==> src/rtl/evt_capture_pkg.sv <==
package evt_capture_pkg;

    localparam logic [3:0] MODE_OFF    = 4'b0000;
    localparam logic [3:0] MODE_FALL   = 4'b0100;
    localparam logic [3:0] MODE_RISE   = 4'b0101;
    localparam logic [3:0] MODE_RISE_A = 4'b0110;
    localparam logic [3:0] MODE_RISE_B = 4'b0111;

    function automatic logic is_capture(input logic [3:0] m);
        return (m[3:2] == 2'b01);
    endfunction

    function automatic logic is_rising(input logic [3:0] m);
        return (m == MODE_RISE) || (m == MODE_RISE_A) || (m == MODE_RISE_B);
    endfunction

endpackage

==> src/rtl/evt_sync_edge.sv <==
module evt_sync_edge #(
    parameter int STAGES = 2
) (
    input  logic clk,
    input  logic rst_n,
    input  logic pin_i,
    output logic rise_o,
    output logic fall_o
);

    typedef struct packed {
        logic [STAGES-1:0] sh;
        logic              prev;
    } sync_st_t;

    sync_st_t st_d, st_q;

    always_comb begin
        st_d      = st_q;
        st_d.sh   = {st_q.sh[STAGES-2:0], pin_i};
        st_d.prev = st_q.sh[STAGES-1];
    end

    always_ff @(posedge clk or negedge rst_n) begin
        if (!rst_n) st_q <= '0;
        else        st_q <= st_d;
    end

    assign rise_o =  st_q.sh[STAGES-1] & ~st_q.prev;
    assign fall_o = ~st_q.sh[STAGES-1] &  st_q.prev;

    AST_RISE_NOT_TWICE: assert property (@(posedge clk) disable iff (!rst_n)
        rise_o |=> !rise_o);

    AST_FALL_NOT_TWICE: assert property (@(posedge clk) disable iff (!rst_n)
        fall_o |=> !fall_o);

endmodule

==> src/rtl/evt_prescaler.sv <==
module evt_prescaler
    import evt_capture_pkg::*;
#(
    parameter int DIV_A = 4,
    parameter int DIV_B = 16
) (
    input  logic       clk,
    input  logic       rst_n,
    input  logic [3:0] mode_i,
    input  logic       rise_i,
    input  logic       fall_i,
    output logic       event_o
);

    localparam int CNT_W = (DIV_B > 1) ? $clog2(DIV_B) : 1;

    typedef struct packed {
        logic [CNT_W-1:0] cnt;
    } pre_st_t;

    pre_st_t st_d, st_q;
    logic    evt;

    function automatic logic [CNT_W-1:0] limit_of(input logic [3:0] m);
        case (m)
            MODE_RISE_A: limit_of = CNT_W'(DIV_A - 1);
            MODE_RISE_B: limit_of = CNT_W'(DIV_B - 1);
            default:     limit_of = '0;
        endcase
    endfunction

    always_comb begin
        st_d = st_q;
        evt  = 1'b0;
        if (mode_i == MODE_FALL) begin
            evt = fall_i;
        end else if (is_rising(mode_i)) begin
            if (rise_i) begin
                if (st_q.cnt >= limit_of(mode_i)) begin
                    evt      = 1'b1;
                    st_d.cnt = '0;
                end else begin
                    st_d.cnt = st_q.cnt + 1'b1;
                end
            end
        end else begin
            st_d.cnt = '0;
        end
    end

    always_ff @(posedge clk or negedge rst_n) begin
        if (!rst_n) st_q <= '0;
        else        st_q <= st_d;
    end

    assign event_o = evt;

    AST_IDLE_ZERO: assert property (@(posedge clk) disable iff (!rst_n)
        !is_capture(mode_i) |=> (st_q.cnt == '0));

    AST_IDLE_NO_EVT: assert property (@(posedge clk) disable iff (!rst_n)
        !is_capture(mode_i) |-> !event_o);

    AST_PRESCALED_NEEDS_RISE: assert property (@(posedge clk) disable iff (!rst_n)
        (event_o && is_rising(mode_i)) |-> rise_i);

    AST_WRAP_AFTER_EVT: assert property (@(posedge clk) disable iff (!rst_n)
        (event_o && is_rising(mode_i)) |=> (st_q.cnt == '0));

endmodule

==> src/rtl/evt_latch.sv <==
module evt_latch #(
    parameter int TMR_W = 16
) (
    input  logic             clk,
    input  logic             rst_n,
    input  logic             event_i,
    input  logic             spur_i,
    input  logic             tsel_i,
    input  logic [TMR_W-1:0] tmr_a_i,
    input  logic [TMR_W-1:0] tmr_b_i,
    input  logic             clr_i,
    output logic [TMR_W-1:0] cap_o,
    output logic             flag_o
);

    typedef struct packed {
        logic [TMR_W-1:0] cap;
        logic             flag;
    } lat_st_t;

    lat_st_t st_d, st_q;

    always_comb begin
        st_d = st_q;
        if (event_i) begin
            st_d.cap = tsel_i ? tmr_b_i : tmr_a_i;
        end
        if (event_i || spur_i) begin
            st_d.flag = 1'b1;
        end else if (clr_i) begin
            st_d.flag = 1'b0;
        end
    end

    always_ff @(posedge clk or negedge rst_n) begin
        if (!rst_n) st_q <= '0;
        else        st_q <= st_d;
    end

    assign cap_o  = st_q.cap;
    assign flag_o = st_q.flag;

    AST_FLAG_ON_CAPTURE: assert property (@(posedge clk) disable iff (!rst_n)
        event_i |=> flag_o);

    AST_CAPTURE_BEATS_CLR: assert property (@(posedge clk) disable iff (!rst_n)
        (event_i && clr_i) |=> flag_o);

    AST_CLR_TAKES: assert property (@(posedge clk) disable iff (!rst_n)
        (clr_i && !event_i && !spur_i) |=> !flag_o);

    AST_CAP_HOLDS: assert property (@(posedge clk) disable iff (!rst_n)
        !event_i |=> $stable(cap_o));

    AST_SRC_A: assert property (@(posedge clk) disable iff (!rst_n)
        (event_i && !tsel_i) |=> (cap_o == $past(tmr_a_i)));

    AST_SRC_B: assert property (@(posedge clk) disable iff (!rst_n)
        (event_i && tsel_i) |=> (cap_o == $past(tmr_b_i)));

endmodule

==> src/rtl/evt_capture.sv <==
module evt_capture
    import evt_capture_pkg::*;
#(
    parameter int TMR_W       = 16,
    parameter int SYNC_STAGES = 2,
    parameter int DIV_A       = 4,
    parameter int DIV_B       = 16
) (
    input  logic             clk,
    input  logic             rst_n,
    input  logic [3:0]       mode_i,
    input  logic             tsel_i,
    input  logic             pin_i,
    input  logic [TMR_W-1:0] tmr_a_i,
    input  logic [TMR_W-1:0] tmr_b_i,
    input  logic             flag_clr_i,
    output logic [TMR_W-1:0] cap_o,
    output logic             flag_o
);

    typedef struct packed {
        logic [3:0] mode;
    } top_st_t;

    top_st_t st_d, st_q;
    logic    rise, fall, evt, spur;

    always_comb begin
        st_d      = st_q;
        st_d.mode = mode_i;
        spur      = is_capture(mode_i) && is_capture(st_q.mode) && (mode_i != st_q.mode);
    end

    always_ff @(posedge clk or negedge rst_n) begin
        if (!rst_n) st_q <= '{mode: MODE_OFF};
        else        st_q <= st_d;
    end

    evt_sync_edge #(.STAGES(SYNC_STAGES)) u_sync (
        .clk    (clk),
        .rst_n  (rst_n),
        .pin_i  (pin_i),
        .rise_o (rise),
        .fall_o (fall)
    );

    evt_prescaler #(.DIV_A(DIV_A), .DIV_B(DIV_B)) u_pre (
        .clk     (clk),
        .rst_n   (rst_n),
        .mode_i  (mode_i),
        .rise_i  (rise),
        .fall_i  (fall),
        .event_o (evt)
    );

    evt_latch #(.TMR_W(TMR_W)) u_lat (
        .clk     (clk),
        .rst_n   (rst_n),
        .event_i (evt),
        .spur_i  (spur),
        .tsel_i  (tsel_i),
        .tmr_a_i (tmr_a_i),
        .tmr_b_i (tmr_b_i),
        .clr_i   (flag_clr_i),
        .cap_o   (cap_o),
        .flag_o  (flag_o)
    );

    AST_SWITCH_FLAGS: assert property (@(posedge clk) disable iff (!rst_n)
        spur |=> flag_o);

    AST_SWITCH_NO_LOAD: assert property (@(posedge clk) disable iff (!rst_n)
        (spur && !evt) |=> $stable(cap_o));

    AST_FROM_OFF_QUIET: assert property (@(posedge clk) disable iff (!rst_n)
        (st_q.mode == MODE_OFF && !evt && flag_clr_i) |=> !flag_o);

endmodule

==> config.mk <==
export PLATFORM = sky130hd
export DESIGN_NAME = evt_capture
export DESIGN_NICKNAME = d
export VERILOG_FILES = /design/src/rtl/evt_capture_pkg.sv /design/src/rtl/evt_sync_edge.sv /design/src/rtl/evt_prescaler.sv /design/src/rtl/evt_latch.sv /design/src/rtl/evt_capture.sv
export SDC_FILE = /design/constraint.sdc
export NUM_CORES = 1
export LEC_CHECK = 0
export ABC_AREA = 1
export CAP_MARGIN = 25
export CORE_AREA = 2 2 66 68
export DETAILED_ROUTE_END_ITERATION = 16
export DIE_AREA = 0 0 68 70
export PLACE_DENSITY = 0.77
export SYNTH_ARGS = -nofsm -noshare
export SYNTH_HDL_FRONTEND = slang
export SYNTH_HIERARCHICAL = 1
export SYNTH_SLANG_ARGS = --single-unit
==> constraint.sdc <==
create_clock -name clk -period 2.2 [get_ports clk]
set_input_delay 0.33 -clock clk [delete_from_list [all_inputs] [get_ports clk]]
set_output_delay 0.33 -clock clk [all_outputs]
set_load 0.05 [all_outputs]
# [After elaboration in Yosys (flattened, before gate mapping)]
# Cells that the tools add are included.
[totals] reg_bits=28 inputBits=41 out_inout_bits=17 elab_cells=42
[op_classes] add_sub_neg=1 order_cmp=1 eq_ne=8 n_mux=14 n_bitwise=5 reduce_logical=7
[op_table] cell="4-bit 2-to-1 mux" count=6
[op_table] cell="4-bit by 3-bit equality test with 1-bit output (second input constant)" count=4
[op_table] cell="16-bit 2-to-1 mux" count=1
[op_table] cell="4-bit case mux with 2 select lines" count=1
[op_table] cell="1-bit 2-to-1 mux" count=6
[op_table] cell="4-bit by 1-bit adder with 4-bit output (second input constant)" count=1
[op_table] cell="2-bit by 1-bit equality test with 1-bit output (second input constant)" count=2
[op_table] cell="4-bit greater-or-equal comparator" count=1
[op_table] cell="4-bit inequality test" count=1
[op_table] cell="1-bit logical OR" count=3
[op_table] cell="1-bit NOT" count=3
[op_table] cell="1-bit bitwise AND" count=2
[op_table] cell="1-bit logical AND" count=2
[op_table] cell="2-bit inequality test (second input constant)" count=1
[op_table] cell="2-bit AND reduction" count=1
[op_table] cell="2-bit nonzero test" count=1

# [Longest topological paths before layout]
[logic_depth] word_depth=12 ltp_mapped=16 ltp_nobuf=14

# [Cells and area by module]
# The synthesis kept the hierarchy.
[by_module_without_submodules] mod="evt_latch" instances=1 cells_each=140 area_each_um2=942.2 seq_area_each_um2=425.4
[by_module_without_submodules] mod="evt_prescaler" instances=1 cells_each=61 area_each_um2=392.9 seq_area_each_um2=100.1
[by_module_without_submodules] mod="evt_capture" instances=1 cells_each=18 area_each_um2=153.9 seq_area_each_um2=100.1
[by_module_without_submodules] mod="evt_sync_edge" instances=1 cells_each=7 area_each_um2=90.1 seq_area_each_um2=75.1

# [Worst setup path after synthesis]
# No wires, ideal clock.
[synth_path] kind="in2reg" startpoint="in mode_i[3]" endpoint="reg u_lat.st_q, in the netlist u_lat/cap_o[10]" setup_time_ns=0.118 arrival_ns=1.791 setup_slack_ns=0.291 path_stages=16 path_cell_list="inv_1 nand2_1 nor2_1 inv_1 ha_1 nand2_1 inv_1 nand2_1 nand3_1 inv_1 o21ai_0 buf_6 inv_2 buf_4 nand2_1 nand2_1"
[synth_between] elab_chain_cells=10 word_cells_on_any_way=15
[synth_lines] item="start, declared" line="evt_capture.sv:11" rtl="input logic [3:0] mode_i,"
[synth_lines] item="4-bit by 3-bit equality test with 1-bit output" line="evt_capture_pkg.sv:14, evt_prescaler.sv:25"
[synth_lines] item="4-bit case mux with 2 select lines" line="evt_prescaler.sv:25" rtl="case (m)"
[synth_lines] item="4-bit 2-to-1 mux" line="evt_prescaler.sv:38" rtl="if (rise_i) begin"
[synth_lines] item="4-bit 2-to-1 mux" line="evt_prescaler.sv:37" rtl="end else if (is_rising(mode_i)) begin"
[synth_lines] item="4-bit 2-to-1 mux" line="evt_prescaler.sv:35" rtl="if (mode_i == MODE_FALL) begin"
[synth_lines] item="4-bit greater-or-equal comparator" line="evt_prescaler.sv:39" rtl="if (st_q.cnt >= limit_of(mode_i)) begin"
[synth_lines] item="1-bit 2-to-1 mux" line="evt_prescaler.sv:39"
[synth_lines] item="1-bit 2-to-1 mux" line="evt_prescaler.sv:38"
[synth_lines] item="1-bit 2-to-1 mux" line="evt_prescaler.sv:37"
[synth_lines] item="1-bit 2-to-1 mux (*)" line="evt_prescaler.sv:35"
[synth_lines] item="via evt" line="evt_capture.sv:26" rtl="logic rise, fall, evt, spur;"
[synth_lines] item="end signal, assigned" line="evt_latch.sv:37" rtl="else st_q <= st_d;"
[synth_lines] item="end, declared" line="evt_latch.sv:21" rtl="lat_st_t st_d, st_q;"
# The timed path passes the listed nets; every way through them passes the cells marked *. The select of a mux whose other input is x is not followed.
# A chain may end at the register's enable or synchronous reset.

# [Final worst setup path]
[layout_path] startpoint="in mode_i[0]" endpoint="reg u_lat.st_q, in the netlist u_lat/cap_o[2]"
# The elaborated chain is that of the path after synthesis.

==> qor_table.md <==
| Metric | Reported | Unit |
| --- | --- | --- |
| Outcome | finished, final reports clean | - |
| Post-synthesis cell area | 1580 | um^2 |
| Power density over the cells | 712 | nW/um^2 |
| Number of warnings reported in the yosys synthesis log | 6 | - |
| Top cells by instance count after synthesis | nand2_1, inv_1, dfrtp_1 | - |
| Sequential share of the synthesized area | 0.444 | - |
| Area grow syn2layout | 46.4 | % |
| Detailed-route via count | 1,518 | - |
| Ant. Diodes | 0 | - |
| Most common cell in the synthesized netlist | nand2_1 | - |
| Fraction of post-synthesis cell area in the top cell type by area | 0.444 | - |
| Required @ worst endpoint | 2420 | ps |
| Vias in the first global route | 1,444 | - |
| TritonCTS buffer count | 3 | - |
| Die Height | 70 | um |
| Yosys top cell by area | dfrtp_1 | - |
| Die boundary width | 68 | um |
| Total routing usage reported by global routing | 0.174 | - |
| Number of setup buffers added after CTS | 0 | - |
| Synth area leaders | dfrtp_1, nand2_1, inv_1 | - |
| Achievable frequency | 481 | MHz |
| Die area | 4760 | um^2 |
| Cell count of the worst hold path | 1 | - |
| Critical path class | primary input to flip-flop | - |
| Detailed Route WL | 3850 | um |
| Critical Path End Type | flip-flop | - |
| Post-synthesis sequential element count | 28 | - |
| Startpoint of the most critical register-to-register path | u_pre/st_q[3]$_DFFE_PN0P_ | - |
| Worst-Skew Late Latency | 270 | ps |
| Layout net count | 338 | - |
| Count of pins on the block boundary | 58 | - |
| Start point of the worst hold path | mode_i[2] | - |
| First-pass GRT wire length | 6420 | um |
| Slack of the worst reg-to-reg path | 380 | ps |
| GP Congestion | 0.793 | - |
| Slew Viols, Final | 0 | - |
| Clock slew at the register clock pins of the worst setup and hold paths | 90 | ps |
| Count of maximum capacitance violations | 0 | - |
| Number of enable flip-flop cells after synthesis | 0 | - |
| Root buffer cell | clkbuf_8 | - |
| Asr flop ratio synth | 1.00 | - |
| Remaining number of nets flagged by the antenna check after routing | 0 | - |
| Worst-Margin Slew | 584 | ps |
| Leak | 1.28 | nW |
| CP Data Arrival Time | 2300 | ps |
| Clock tree from TritonCTS | built | - |
| Terminus of the critical flop-to-flop path | u_lat/cap_o[2]$_DFFE_PN0P_ | - |
| Ys flop type | dfrtp_1 | - |
| Number of levels the H-tree was split into | 1 | - |
| Remaining Overflow, GRT | 0 | - |
| Non-filler instance count after layout | 342 | - |
| Final setup fails | 0 | - |
| Worst Reg-to-Reg Cells | 10 | - |
| Number of optimization iterations in the first detailed-route pass | 4 | - |
| Initial antenna violation count | 0 | - |
| Number of hold violations in the final report | 0 | - |
| Placed cell area | 2230 | um^2 |
| Type of the tightest min-delay check | primary input to flip-flop | - |
| End point of the most critical hold path | st_q[2]$_DFF_PN0_ | - |
| # hold bufs at CTS | 0 | - |
| Largest net degree at the start of global routing | 29 | - |
| HPWL after DPL | 2860 | um |
| Placement row count | 24 | - |
| Relative slew slack | 0.609 | - |
| Avg WL per Cell | 11.3 | um |
| Starting utilization of the core area | 0.381 | - |
| Ratio of final minimum period to clock period | 0.945 | - |
| Maximum count of clock buffers along a single path | 2 | - |
| Critical Path Start Type | primary input | - |
| Post-layout minimum cycle time | 2080 | ps |
| Final Core Density | 0.558 | - |
| PortBufs | 57 | - |
| Total non-filler cell area in the finished layout | 2310 | um^2 |
| First DRT Iteration DRCs | 69 | - |
| Synthesized instance count | 226 | - |
| Count of distinct cell types in the synthesized netlist | 18 | - |
| Clock sink total | 28 | - |
| Std-Cell Core Area | 4140 | um^2 |
| Drt drc | 0 | - |
| Worst setup skew after layout | 5.57 | ps |
| Fraction of layout instances using a drive strength above 1 | 0.0724 | - |
| Crit Path Max Fanout | 6 | - |
| Avg Inst Size Synth | 6.99 | um^2 |
| Number of placed instances, taps included | 338 | - |
| Via density per instance | 4.44 | - |
| Number of nets in the synthesized netlist | 272 | - |
| Fill cells | 383 | - |
| Peak supply drop | 0.290 | mV |
-- timing repair --
item,CTS,global route
pin swaps,0,1
resized for setup,4,10
cloned,1,0
setup endpoints to repair,1,17
-- logic make-up (layout without fill, tap and decap cells) --
group,after synthesis,count (layout),share of synthesized area
and+or+nand+nor,125,125,0.325
adders and majority gates,5,5,0.0396
AOI/OAI and AO/OA,7,7,0.0222
xor gates and xnor gates,1,1,0.00555
buffers and inverters,60,124,0.164
DFF,28,28,0.444
-- cell type report --
cell class | instances | area, um^2 | share of cell area
sequential | 28 | 701 | 0.303
timing repair buffer | 67 | 661 | 0.286
multi-input combinational | 138 | 637 | 0.275
inverter | 54 | 208 | 0.0898
tap | 52 | 65.1 | 0.0281
clock buffer | 3 | 41.3 | 0.0179
-- per-layer routing --
| layer | vias to the layer above | share of wire | wire length, um | GRT usage |
|---|---|---|---|---|
| met1 | 688 | 0.45 | 1740 | 0.232 |
| met2 | 39 | 0.50 | 1920 | 0.289 |
| met3 | 4 | 0.037 | 144 | 0.0193 |
| met5 | - | 0 | 0 | 0 |
| li1 | 787 | - | - | - |
| met4 | 0 | 0.013 | 49 | 0.0600 |
-- placed cells by master, fill, tap and decap left out --
cell type	netlist	routed
a21oi_1	2	1
a21oi_2	0	1
buf_4	2	7
buf_6	3	3
clkbuf_8	0	3
clkdlybuf4s50_1	0	54
dfrtp_1	28	28
dlygate4sd2_1	0	1
dlymetal6s2s_1	0	2
ha_1	5	5
inv_1	51	51
inv_2	2	1
inv_4	1	2
nand2_1	88	88
nand3_1	25	25
nand4_1	1	1
nor2_1	9	8
nor2_2	1	2
nor2_4	1	1
o21ai_0	4	3
o21ai_1	1	1
o21ai_4	0	1
xor2_1	1	1
-- registers in the layout, indices dropped and copies added (netlist names) --
name	count
u_pre/st_q	4
u_sync/st_q	1
st_q	4
u_sync/st_d	2
u_lat/cap_o	16
u_lat/flag_o	1
-- worst max path at each step --
| stage | from | slack, ps | depth (start not counted) | end |
|---|---|---|---|---|
| final | mode_i[0] | 120 | 12 | u_lat/cap_o[2]$_DFFE_PN0P_ |
| after global placement | mode_i[3] | -210 | 15 | u_lat/cap_o[8]$_DFFE_PN0P_ |
| after detailed placement | mode_i[3] | -270 | 15 | u_lat/cap_o[8]$_DFFE_PN0P_ |
| after floorplan | mode_i[3] | 290 | 16 | u_lat/cap_o[10]$_DFFE_PN0P_ |
| after global routing | mode_i[0] | -20 | 12 | u_lat/flag_o$_DFFE_PN0P_ |
| after CTS | mode_i[2] | 40 | 12 | u_lat/flag_o$_DFFE_PN0P_ |
-- per-stage QoR --
stage               hold WS [ps]  TNS [ps]  setup WS (ps)  total power, mW
finish                       278         0            120             1.65
global route                 274     -41.5          -18.0             1.73
CTS                          366         0           36.7             1.66
detailed placement           345     -4490           -274             1.38
global placement             332     -3400           -209             1.37
floorplan                   34.4         0            291             1.08
-- power by group --
part	leakage (nW)	switching [mW]	internal, mW	total [mW]
Clock	0.0216	0.154	0.123	0.277
Sequential	0.350	0.0529	0.602	0.655
Combinational	0.906	0.449	0.264	0.713
-- worst max-delay path, stage by stage --
cell and delay [ps]:
clkdlybuf4s50_1 490, nand3_1 130, ha_1 350, nand2_1 90, inv_1 80, nand2_1 60
nand3_1 100, inv_1 80, o21ai_4 260, buf_6 160, nand3_1 90, nand2_1 70
Power figures use the tool's default switching activity.
